--- config.mk ---
export PLATFORM = sky130hd
export DESIGN_NAME = ttx_req_seq
export DESIGN_NICKNAME = d
export VERILOG_FILES = /design/src/rtl/ttx_req_pkg.sv /design/src/rtl/ttx_line_gate.sv /design/src/rtl/ttx_bit_pacer.sv /design/src/rtl/ttx_capture.sv /design/src/rtl/ttx_req_seq.sv
export SDC_FILE = /design/constraint.sdc
export NUM_CORES = 1
export LEC_CHECK = 0
export CELL_PAD_IN_SITES_DETAIL_PLACEMENT = 1
export CELL_PAD_IN_SITES_GLOBAL_PLACEMENT = 2
export CORE_MARGIN = 2
export CORE_UTILIZATION = 30
export CTS_CLUSTER_DIAMETER = 40
export DETAILED_ROUTE_END_ITERATION = 7
export DONT_BUFFER_PORTS = 1
export PLACE_DENSITY_LB_ADDON = 0.1
export SETUP_SLACK_MARGIN = 0.05
export SKIP_LAST_GASP = 1
export SYNTH_ARGS = -nofsm -noshare
export SYNTH_HDL_FRONTEND = slang
export SYNTH_SLANG_ARGS = --single-unit
--- constraint.sdc ---
create_clock -name clk -period 10.2 [get_ports clk]
set_input_delay 0.51 -clock clk [delete_from_list [all_inputs] [get_ports clk]]
set_output_delay 0.51 -clock clk [all_outputs]
set_load 0.01 [all_outputs]
--- src/rtl/ttx_req_pkg.sv ---
package ttx_req_pkg;

    localparam int unsigned TTX_CNT_W = 9;

    localparam int unsigned TTX_WIN_625_WST  = 360;
    localparam int unsigned TTX_WIN_525_WST  = 296;
    localparam int unsigned TTX_WIN_525_DATA = 288;

    typedef enum logic [1:0] {
        TTX_STD_625_WST  = 2'd0,
        TTX_STD_525_WST  = 2'd1,
        TTX_STD_525_DATA = 2'd2,
        TTX_STD_SPARE    = 2'd3
    } ttx_std_e;

    // per-line configuration captured on the line-start tick
    typedef struct packed {
        logic                 sel;
        logic [TTX_CNT_W-1:0] win;
    } ttx_line_cfg_t;

    // one captured bit
    typedef struct packed {
        logic vld;
        logic dat;
    } ttx_cap_t;

    function automatic logic [TTX_CNT_W-1:0] ttx_win_bits(input ttx_std_e s);
        case (s)
            TTX_STD_625_WST: return TTX_CNT_W'(TTX_WIN_625_WST);
            TTX_STD_525_WST: return TTX_CNT_W'(TTX_WIN_525_WST);
            default:         return TTX_CNT_W'(TTX_WIN_525_DATA);
        endcase
    endfunction

endpackage

--- src/rtl/ttx_line_gate.sv ---
module ttx_line_gate
    import ttx_req_pkg::*;
#(
    parameter int LINE_W    = 10,
    parameter int MASK_W    = 32,
    parameter int BASE_LINE = 7
) (
    input  logic              clk,
    input  logic              rst,
    input  logic              ls_tick,
    input  logic [LINE_W-1:0] line_num,
    input  logic              field_id,
    input  logic [MASK_W-1:0] mask_f0,
    input  logic [MASK_W-1:0] mask_f1,
    input  logic [1:0]        std_sel,
    output ttx_line_cfg_t     cfg_q
);
    localparam int IDX_W = $clog2(MASK_W);
    localparam logic [LINE_W-1:0] LO_LINE = LINE_W'(BASE_LINE);
    localparam logic [LINE_W-1:0] HI_LINE = LINE_W'(BASE_LINE + MASK_W);

    logic [LINE_W-1:0] rel_line;
    logic [IDX_W-1:0]  idx;
    logic              in_range;
    logic [MASK_W-1:0] mask_sel;
    ttx_line_cfg_t     cfg_d;

    assign rel_line = line_num - LO_LINE;
    assign idx      = rel_line[IDX_W-1:0];
    assign in_range = (line_num >= LO_LINE) && (line_num < HI_LINE);
    assign mask_sel = field_id ? mask_f1 : mask_f0;

    always_comb begin
        cfg_d.sel = in_range && mask_sel[idx];
        cfg_d.win = ttx_win_bits(ttx_std_e'(std_sel));
    end

    always_ff @(posedge clk) begin
        if (rst) begin
            cfg_q <= '0;
        end else if (ls_tick) begin
            cfg_q <= cfg_d;
        end
    end

    // window budget never exceeds the longest standard
    AST_WIN_BOUNDED: assert property (@(posedge clk) disable iff (rst)
        cfg_q.win <= TTX_CNT_W'(TTX_WIN_625_WST));

endmodule

--- src/rtl/ttx_bit_pacer.sv ---
module ttx_bit_pacer
    import ttx_req_pkg::*;
#(
    parameter int HPOS_W = 11,
    parameter int RATE_W = 8
) (
    input  logic                 clk,
    input  logic                 rst,
    input  logic                 en,
    input  logic                 ls_tick,
    input  logic                 clk_mode,
    input  ttx_line_cfg_t        cfg,
    input  logic [HPOS_W-1:0]    h_offset,
    input  logic [RATE_W-1:0]    rate_num,
    input  logic [RATE_W-1:0]    rate_den,
    output logic                 fire,
    output logic                 req_q,
    output logic [TTX_CNT_W-1:0] nreq
);
    localparam int ACC_W = RATE_W + 1;

    logic [HPOS_W-1:0] hpos;
    logic [ACC_W-1:0]  acc;
    logic [ACC_W-1:0]  acc_sum;
    logic [ACC_W-1:0]  num_x;
    logic [ACC_W-1:0]  den_x;
    logic              in_win;

    assign num_x   = {1'b0, rate_num};
    assign den_x   = {1'b0, rate_den};
    assign acc_sum = acc + den_x;
    assign in_win  = cfg.sel && !clk_mode && (hpos >= h_offset) && (nreq < cfg.win);
    assign fire    = en && !ls_tick && in_win && (acc_sum >= num_x);

    always_ff @(posedge clk) begin
        if (rst) begin
            hpos  <= '0;
            acc   <= '0;
            nreq  <= '0;
            req_q <= 1'b0;
        end else begin
            req_q <= fire;
            if (ls_tick) begin
                hpos <= '0;
                acc  <= num_x - den_x;
                nreq <= '0;
            end else if (en) begin
                if (hpos != '1) begin
                    hpos <= hpos + HPOS_W'(1);
                end
                if (fire) begin
                    acc  <= acc_sum - num_x;
                    nreq <= nreq + TTX_CNT_W'(1);
                end else if (in_win) begin
                    acc <= acc_sum;
                end
            end
        end
    end

    AST_REQ_WITHIN_BUDGET: assert property (@(posedge clk) disable iff (rst)
        nreq <= cfg.win);

    AST_NREQ_STEP: assert property (@(posedge clk) disable iff (rst)
        req_q |-> (nreq != '0));

endmodule

--- src/rtl/ttx_capture.sv ---
module ttx_capture
    import ttx_req_pkg::*;
#(
    parameter int DLY_MAX = 15,
    localparam int DLY_W  = $clog2(DLY_MAX + 1)
) (
    input  logic                 clk,
    input  logic                 rst,
    input  logic                 en,
    input  logic                 ls_tick,
    input  logic                 fire,
    input  logic [DLY_W-1:0]     samp_dly,
    input  logic                 din,
    output ttx_cap_t             cap,
    output logic [TTX_CNT_W-1:0] cnt
);
    logic             pend [DLY_MAX];
    logic [DLY_W-1:0] tap;
    logic             hit;

    always_comb begin
        if (samp_dly == '0) begin
            tap = DLY_W'(1);
        end else if (int'(samp_dly) > DLY_MAX) begin
            tap = DLY_W'(DLY_MAX);
        end else begin
            tap = samp_dly;
        end
    end

    assign hit = en && !ls_tick && pend[tap - DLY_W'(1)];

    // pending-request delay line, one stage per tick
    for (genvar i = 0; i < DLY_MAX; i++) begin : g_stage
        always_ff @(posedge clk) begin
            if (rst || ls_tick) begin
                pend[i] <= 1'b0;
            end else if (en) begin
                if (i == 0) begin
                    pend[i] <= fire;
                end else begin
                    pend[i] <= pend[i-1];
                end
            end
        end
    end

    always_ff @(posedge clk) begin
        if (rst) begin
            cap <= '0;
            cnt <= '0;
        end else begin
            cap.vld <= hit;
            if (hit) begin
                cap.dat <= din;
            end
            if (ls_tick) begin
                cnt <= '0;
            end else if (hit) begin
                cnt <= cnt + TTX_CNT_W'(1);
            end
        end
    end

    AST_VLD_HAS_COUNT: assert property (@(posedge clk) disable iff (rst)
        cap.vld |-> (cnt != '0));

    AST_VLD_NEEDS_TICK: assert property (@(posedge clk) disable iff (rst)
        !$past(en) |-> !cap.vld);

endmodule

--- src/rtl/ttx_req_seq.sv ---
module ttx_req_seq
    import ttx_req_pkg::*;
#(
    parameter int LINE_W    = 10,
    parameter int MASK_W    = 32,
    parameter int BASE_LINE = 7,
    parameter int HPOS_W    = 11,
    parameter int RATE_W    = 8,
    parameter int DLY_MAX   = 15,
    localparam int DLY_W    = $clog2(DLY_MAX + 1)
) (
    input  logic                 clk,
    input  logic                 rst,
    input  logic                 xtal_en,
    input  logic                 line_start,
    input  logic [LINE_W-1:0]    line_num,
    input  logic                 field_id,
    input  logic [MASK_W-1:0]    mask_f0,
    input  logic [MASK_W-1:0]    mask_f1,
    input  logic [1:0]           std_sel,
    input  logic [HPOS_W-1:0]    h_offset,
    input  logic [RATE_W-1:0]    rate_num,
    input  logic [RATE_W-1:0]    rate_den,
    input  logic [DLY_W-1:0]     samp_dly,
    input  logic                 clk_out_mode,
    input  logic                 ttx_din,
    output logic                 ttx_req_o,
    output logic                 bit_dat,
    output logic                 bit_vld,
    output logic [TTX_CNT_W-1:0] bit_cnt
);
    logic                 ls_tick;
    ttx_line_cfg_t        line_cfg;
    logic                 fire;
    logic                 req_pulse;
    logic [TTX_CNT_W-1:0] nreq;
    ttx_cap_t             cap;
    logic                 tick_tog;

    assign ls_tick = xtal_en && line_start;

    ttx_line_gate #(
        .LINE_W   (LINE_W),
        .MASK_W   (MASK_W),
        .BASE_LINE(BASE_LINE)
    ) u_gate (
        .clk     (clk),
        .rst     (rst),
        .ls_tick (ls_tick),
        .line_num(line_num),
        .field_id(field_id),
        .mask_f0 (mask_f0),
        .mask_f1 (mask_f1),
        .std_sel (std_sel),
        .cfg_q   (line_cfg)
    );

    ttx_bit_pacer #(
        .HPOS_W(HPOS_W),
        .RATE_W(RATE_W)
    ) u_pacer (
        .clk     (clk),
        .rst     (rst),
        .en      (xtal_en),
        .ls_tick (ls_tick),
        .clk_mode(clk_out_mode),
        .cfg     (line_cfg),
        .h_offset(h_offset),
        .rate_num(rate_num),
        .rate_den(rate_den),
        .fire    (fire),
        .req_q   (req_pulse),
        .nreq    (nreq)
    );

    ttx_capture #(
        .DLY_MAX(DLY_MAX)
    ) u_cap (
        .clk     (clk),
        .rst     (rst),
        .en      (xtal_en),
        .ls_tick (ls_tick),
        .fire    (fire),
        .samp_dly(samp_dly),
        .din     (ttx_din),
        .cap     (cap),
        .cnt     (bit_cnt)
    );

    // divided tick clock for the alternate pin function
    always_ff @(posedge clk) begin
        if (rst) begin
            tick_tog <= 1'b0;
        end else if (xtal_en) begin
            tick_tog <= ~tick_tog;
        end
    end

    assign ttx_req_o = clk_out_mode ? tick_tog : req_pulse;
    assign bit_dat   = cap.dat;
    assign bit_vld   = cap.vld;

    AST_REQ_ON_SELECTED: assert property (@(posedge clk) disable iff (rst)
        req_pulse |-> line_cfg.sel);

    AST_REQ_NEEDS_TICK: assert property (@(posedge clk) disable iff (rst)
        req_pulse |-> $past(xtal_en));

    AST_CAPTURES_LE_REQUESTS: assert property (@(posedge clk) disable iff (rst)
        bit_cnt <= nreq);

    AST_CLKMODE_QUIET: assert property (@(posedge clk) disable iff (rst)
        (clk_out_mode && $past(clk_out_mode)) |-> !req_pulse);

endmodule

==> results of run 1 <==
==> layout make-up <==
type | instances | area (sq um) | share of cell area, %
tap | 216 | 270.3 | 4.980
timing repair buffer | 1 | 7.507 | 0.1383
inverter | 40 | 150.1 | 2.767
clock inverter | 6 | 111.4 | 2.052
multi-input combinational | 421 | 3287 | 60.57
sequential | 61 | 1371 | 25.27
clock buffer | 10 | 229.0 | 4.220
==> sequential cells by signal, indices dropped and copies added (netlist names) <==
name           count
u_cap.pend        15
u_pacer.hpos      11
u_cap.cnt          9
u_pacer.acc        9
u_pacer.nreq       9
u_gate.cfg_q       4
u_cap.cap          2
tick_tog           1
u_pacer.req_q      1
==> metrics by stage <==
step	instance area [sq um]	util (%)
2_1_floorplan	4885	-
3_3_place_gp	5086	32.02
3_5_place_dp	5086	32.02
4_1_cts	5426	34.16
5_1_grt	5426	34.16
6_report	5426	34.16
==> cell families after synthesis <==
family / after synthesis / synth area share [%]
DFF: 61 / 28.07
adders and majority gates: 46 / 12.24
buffers and inverters: 56 / 4.636
AOI/OAI and AO/OA: 138 / 19.49
muxes: 34 / 12.12
and+or+nand+nor: 174 / 18.08
xor gates and xnor gates: 29 / 5.354
==> synthesized netlist by cell type, drive strengths merged, types with 2 or more instances <==
cell type,instances
a21oi,38
a31o,3
nor2,54
and3,17
or2,3
fa,3
a31oi,4
a22oi,2
edfxtp,15
o41a,2
o21a,9
o2111ai,4
nor2b,11
and2,4
xor2,14
nand3,17
clkbuf,10
dfxtp,46
o211ai,5
o31ai,2
a21boi,3
a311oi,2
ha,43
nand2b,4
buf,6
a2111oi,2
a211oi,10
nand2,27
mux4,20
inv,40
nor3,12
nand3b,2
a21o,9
o221ai,2
or3,8
o21ai,29
mux2i,13
nand4,9
xnor2,15
o32ai,2
==> metal layers <==
layer,track usage (%),vias to the layer above
met5,0,-
met4,2.657,0
met3,4.707,11
met2,26.73,108
met1,20.91,1943
li1,-,1990
==> power breakdown <==
part	total [W]	internal (W)	switching, W
clock network	0.000360	0.000239	0.000121
registers	0.000262	0.000256	0.00000596
logic	0.000181	0.0000811	0.000100
total	0.000803	0.000576	0.000227
==> how the worst max path moves through the flow <==
stage                       to           start  slack (ns)  cells past startpoint
2_1_floorplan   u_pacer.acc[0]     rate_den[0]        6.65                     14
3_3_place_gp    u_pacer.acc[0]     rate_den[0]        6.36                     13
3_5_place_dp    u_pacer.acc[0]     rate_den[0]        6.29                     13
4_1_cts         u_pacer.acc[0]  u_pacer.acc[0]        6.46                     13
5_1_grt        u_pacer.nreq[4]  u_pacer.acc[0]        6.13                     13
6_report        u_pacer.acc[0]  u_pacer.acc[0]        6.47                     13
==> results.ini, run 1 <==
[status]
status = complete, no violations

[cells_and_area]
final_cell_mix = nor2_1 (53), dfxtp_1 (46), ha_1 (43)
antennaDiodeCount = 0
stdcell_count = 755
final_common_cell = nor2_1
final.fill_count = 1882
layout-drive-gt1-share_pct = 9.833
area_delta_synth_final_pct = 11.09
nNetsFinal = 694

[yosys]
syn_area_sq_um = 4885
ys_types = 71
yosysTopAreaCell = dfxtp_1
synth_area_leaders = dfxtp_1 (19%), ha_1 (11%), edfxtp_1 (9.2%)
synth-edff-count = 15
synth-seq-cells = 61
synthFlopType = dfxtp_1
synth_fp_nets = 698
yosysSeqAreaShare_pct = 28.07
synth_top_cell_area_share_pct = 18.85
async_flop_share_pct = 0
yosys_warnings = 0
avgSynthCellArea_sq_um = 9.079
synth_cells = 538

[clocking]
clk_pin_slew_ns = 0.06
htreeDepth = 3
clock-sinks = 61
cts_resized = 0
cts_buffers = 9
cts_setup_buffers = 0
clock_latency_ns = 0.33
cts_root_buf = clkbuf_16
postCtsHoldBufs = 0
max-clock-path-buffers = 2
cts_tree = done

[power]
power_w = 0.0008033
p_leak_nw = 2.172
ir_worst_vdd_mv = 0.08037
power_density_nw_per_um2 = 148.0

[floorplan]
die_y_microns = 131.6
fp-row-count = 46
initial_core_util_pct = 30.75
die_area_sq_um = 17320
fp.coreArea_sq_um = 15890
io_pins = 126
chipWidth_microns = 131.6

[setup_path]
startpoint_type = flip-flop
cp_max_fo = 9
endpoint_kind = flip-flop
reg2reg_from = u_pacer.acc[0]
slowest_stage = fa_1
path_buf_inv = 0
arrival_ns = 3.95
crit_family = compound AO/OA/AOI/OAI gates
crit_top_cell = ha_1
worstSetupPathType = reg2reg
cp_data_required_time_ns = 10.43
r2r_cells = 13
r2r_slack_ns = 6.47
crit_chain = ha_1 -> fa_1 -> a211oi_2 -> o21bai_1 -> a21oi_1 -> xnor2_1 -> ha_1 -> nand4_1 -> o21ai_0 -> o22a_1 -> or2_1 -> or3_1 -> a22o_1
r2r-end = u_pacer.acc[0]
cpPeakStageDelay_ns = 0.45

[drt]
vias = 4052
final_antenna_net_count = 0
wl_met3_microns = 788
drt_iter0_drc = 149
wl_met1_mm = 6.335
drt-pass1-iter-count = 4
via_per_inst = 5.367
wl_per_cell_microns = 17.94
dr.max_layer_used = met4
dr_wl_met2_mm = 6.329
wirelength_mm = 13.54
drc_errors = 0

[timing]
tightest_slew_ns = 1.027
final.setup_skew_ns = 0.008890
finalCritPeriodShare_pct = 36.54
maxSlewViolCount = 0
rsz0062_at_grt = no
fin_tns_setup_ns = 0
fin_ws_ns = 6.473
hold_viol = 0
max-slew-margin-rel_pct = 29.75
period_needed_ns = 3.727
fmax_mhz = 268.3
setup_viol = 0
holdWs_ns = 0.2490

[global_route]
gr-total-overflow = 0
grt_pass1_wl_mm = 22.49
grt_pass1_vias = 4285
track_usage_pct = 16.05
antenna_found_initial = 0
grt_max_degree = 26

[worst_hold_path]
holdCritStartpoint = rst
worstHoldPathCells = 1
hold_end = u_gate.cfg_q[3]
hold_path.class = in2reg

[placed_design]
dp_hpwl_mm = 10.81
dp.cells = 739
port_buffers = 0
pre_cts_slack_ns = 6.286
gp_congestion = 0.7797

[run]
drv_cap = 0

Power figures use the tool's default switching activity.
==> run 2: changes to the inputs <==
==> constraint.sdc (replaced) <==
create_clock -name clk -period 3.1 [get_ports clk]
set_input_delay 0.155 -clock clk [delete_from_list [all_inputs] [get_ports clk]]
set_output_delay 0.155 -clock clk [all_outputs]
set_load 0.01 [all_outputs]
==> results.ini, run 2 (synthesized netlist as in run 1, its figures left out) <==
[timing]
max-slew-margin-rel_pct = 35.97  ; +6.2 points
fin_tns_setup_ns = -1.295  ; -1.295 ns
setup_viol = 18  ; +18
rsz0062_at_grt = yes
fmax_mhz = 304.3  ; +13%
period_needed_ns = 3.286  ; -0.4406 ns
hold_viol = 0  ; unchanged
tightest_slew_ns = 0.9605  ; -0.06670 ns
maxSlewViolCount = 0  ; unchanged
fin_ws_ns = -0.1864  ; -6.659 ns
final.setup_skew_ns = 0.005225  ; -0.003665 ns
finalCritPeriodShare_pct = 106.0  ; +69 points

[power]
p_int_w = 0.001854  ; +220%
power.share.combinational_pct = 30.0  ; +7.4 points
ir_worst_vdd_mv = 0.2479  ; +210%
switching_share_pct = 30.53  ; +2.2 points
p_sw_w = 0.0008147  ; +260%
p_clk_share_pct = 37.7  ; -7.1 points
seq_power_share_pct = 32.3  ; -0.3 points
p_leak_nw = 2.399  ; +10%
power_density_nw_per_um2 = 449.8  ; +200%

[placed_design]
dp_hpwl_mm = 11.41  ; +5.5%
placed_area_sq_um = 5393  ; +6.0%
gp_congestion = 0.8046  ; +3.2%
port_buffers = 0  ; unchanged

[cells_and_area]
top_regs = u_cap.pend x15, u_pacer.hpos x11
final_common_cell = nor2_1
final_cell_area_sq_um = 5933  ; +9.3%
nNetsFinal = 742  ; +6.9%
final_cell_mix = nor2_1 (48), dfxtp_1 (44), inv_1 (40), ha_1 (40), buf_4 (39)
layout-drive-gt1-share_pct = 21.29  ; +11 points
antennaDiodeCount = 0  ; unchanged
area_delta_synth_final_pct = 21.47
largest_reg_flops = 15  ; unchanged
top_register = u_cap.pend

[setup_path]
cp-endpoint = u_pacer.acc[0]
cp_data_required_time_ns = 3.33  ; -7.10 ns
arrival_ns = 3.52  ; -0.43 ns
r2r-end = u_pacer.acc[0]
r2r_slack_ns = -0.19  ; -6.66 ns
worstSetupStartpoint = u_pacer.acc[0]
cp_max_fo = 5  ; -4
reg2reg_from = u_pacer.acc[0]
worstSetupPathType = reg2reg
endpoint_kind = flip-flop
r2r_cells = 13  ; unchanged
startpoint_type = flip-flop

[clocking]
clock-sinks = 61  ; unchanged
cts_root_buf = clkbuf_16
max-clock-path-buffers = 2  ; unchanged
cts_tree = done
htreeDepth = 3  ; unchanged
cts_buffers = 9  ; unchanged
clk_pin_slew_ns = 0.06  ; about the same
clock_latency_ns = 0.34  ; about the same

[status]
status = complete, but fails checks
violations = setup timing

[floorplan]
die_area_sq_um = 17320  ; unchanged
die_y_microns = 131.6  ; unchanged
io_pins = 126  ; unchanged
initial_core_util_pct = 30.75  ; unchanged
fp.coreArea_sq_um = 15890  ; unchanged
chipWidth_microns = 131.6  ; unchanged
fp-row-count = 46  ; unchanged

[drt]
drt_iter0_drc = 122  ; -18%
wl_per_cell_microns = 18.09  ; +0.83%
via_per_inst = 5.306  ; -1.1%
drt-pass1-iter-count = 4  ; unchanged
wirelength_mm = 14.53  ; +7.2%
final_antenna_net_count = 0  ; unchanged
vias = 4261  ; +5.2%
drc_errors = 0  ; unchanged

[global_route]
track_usage_pct = 17.28  ; +1.2 points
gr-total-overflow = 0  ; unchanged
antenna_found_initial = 0  ; unchanged
grt_pass1_vias = 4627  ; +8.0%
grt_pass1_wl_mm = 23.88  ; +6.2%
grt_max_degree = 23  ; -12%

[worst_hold_path]
worstHoldPathCells = 2  ; +1
hold_path.class = in2reg

[run]
drv_cap = 0  ; unchanged

run 2: worst max-delay path, cell delays in order, from the launching register on:
cell and delay (ns):
dfxtp_2 0.33, ha_4 0.16, fa_2 0.36, a211oi_2 0.27
o21bai_1 0.09, a21oi_1 0.18, xnor2_1 0.18, ha_1 0.32
nand4_1 0.12, o21ai_1 0.07, o22a_2 0.29, or2_4 0.26
or3_1 0.35, a22o_1 0.18
run 2: routing by layer:
metal	vias to the layer above	global-route usage, %	part of all wire (%)
met2	110	29.87	48
met1	2055	21.08	45
met4	0	4.046	1.0
met5	-	0	0
met3	13	5.170	5.3
li1	2083	-	-
run 2: area by class of cell:
class	count	area, sq um
Sequential cell	61	1376
Fill cell	1856	9952
Clock buffer	12	267.8
Tap cell	216	270.3
Inverter	40	150.1
Timing Repair Buffer	49	400.4
Clock inverter	4	30.03
Multi-Input combinational cell	421	3438
run 2: power groups by stage:
stage / combinational [W] / sequential [W] / clock [W]
after floorplan: 0.000509 / 0.000873 / 0
after global placement: 0.000716 / 0.000879 / 0
after detailed placement: 0.000728 / 0.000880 / 0
after CTS: 0.000782 / 0.000863 / 0.00104
after global routing: 0.000891 / 0.000866 / 0.00108
final: 0.000801 / 0.000863 / 0.00100
run 2: through the flow:
step	hold WS (ns)	setup WS (ns)	instances	utilization, %	total power [W]
floorplan	0.2506	-0.1878	538	-	0.001383
global placement	0.2308	-0.1211	775	33.95	0.001596
detailed placement	0.2345	-0.2430	775	33.95	0.001608
CTS	0.0009764	-0.1315	801	36.85	0.002689
global route	0.02453	-0.3179	803	37.35	0.002835
finish	0.01672	-0.1864	803	37.35	0.002669
run 2: repair_timing:
action,4_1_cts,5_1_grt
endpoints found under the hold margin,13,0
endpoints found under the setup margin,20,20
setup buffers,6,4
hold buffers,4,0
pin swaps,26,11
resized for setup,22,14
run 2: how the worst min path moves through the flow:
stage,startpoint,to
floorplan,std_sel[1],u_gate.cfg_q[3]
global placement,rst,u_gate.cfg_q[6]
detailed placement,rst,u_gate.cfg_q[5]
CTS,rst,u_pacer.acc[4]
global route,rst,u_pacer.acc[4]
finish,rst,u_pacer.acc[4]
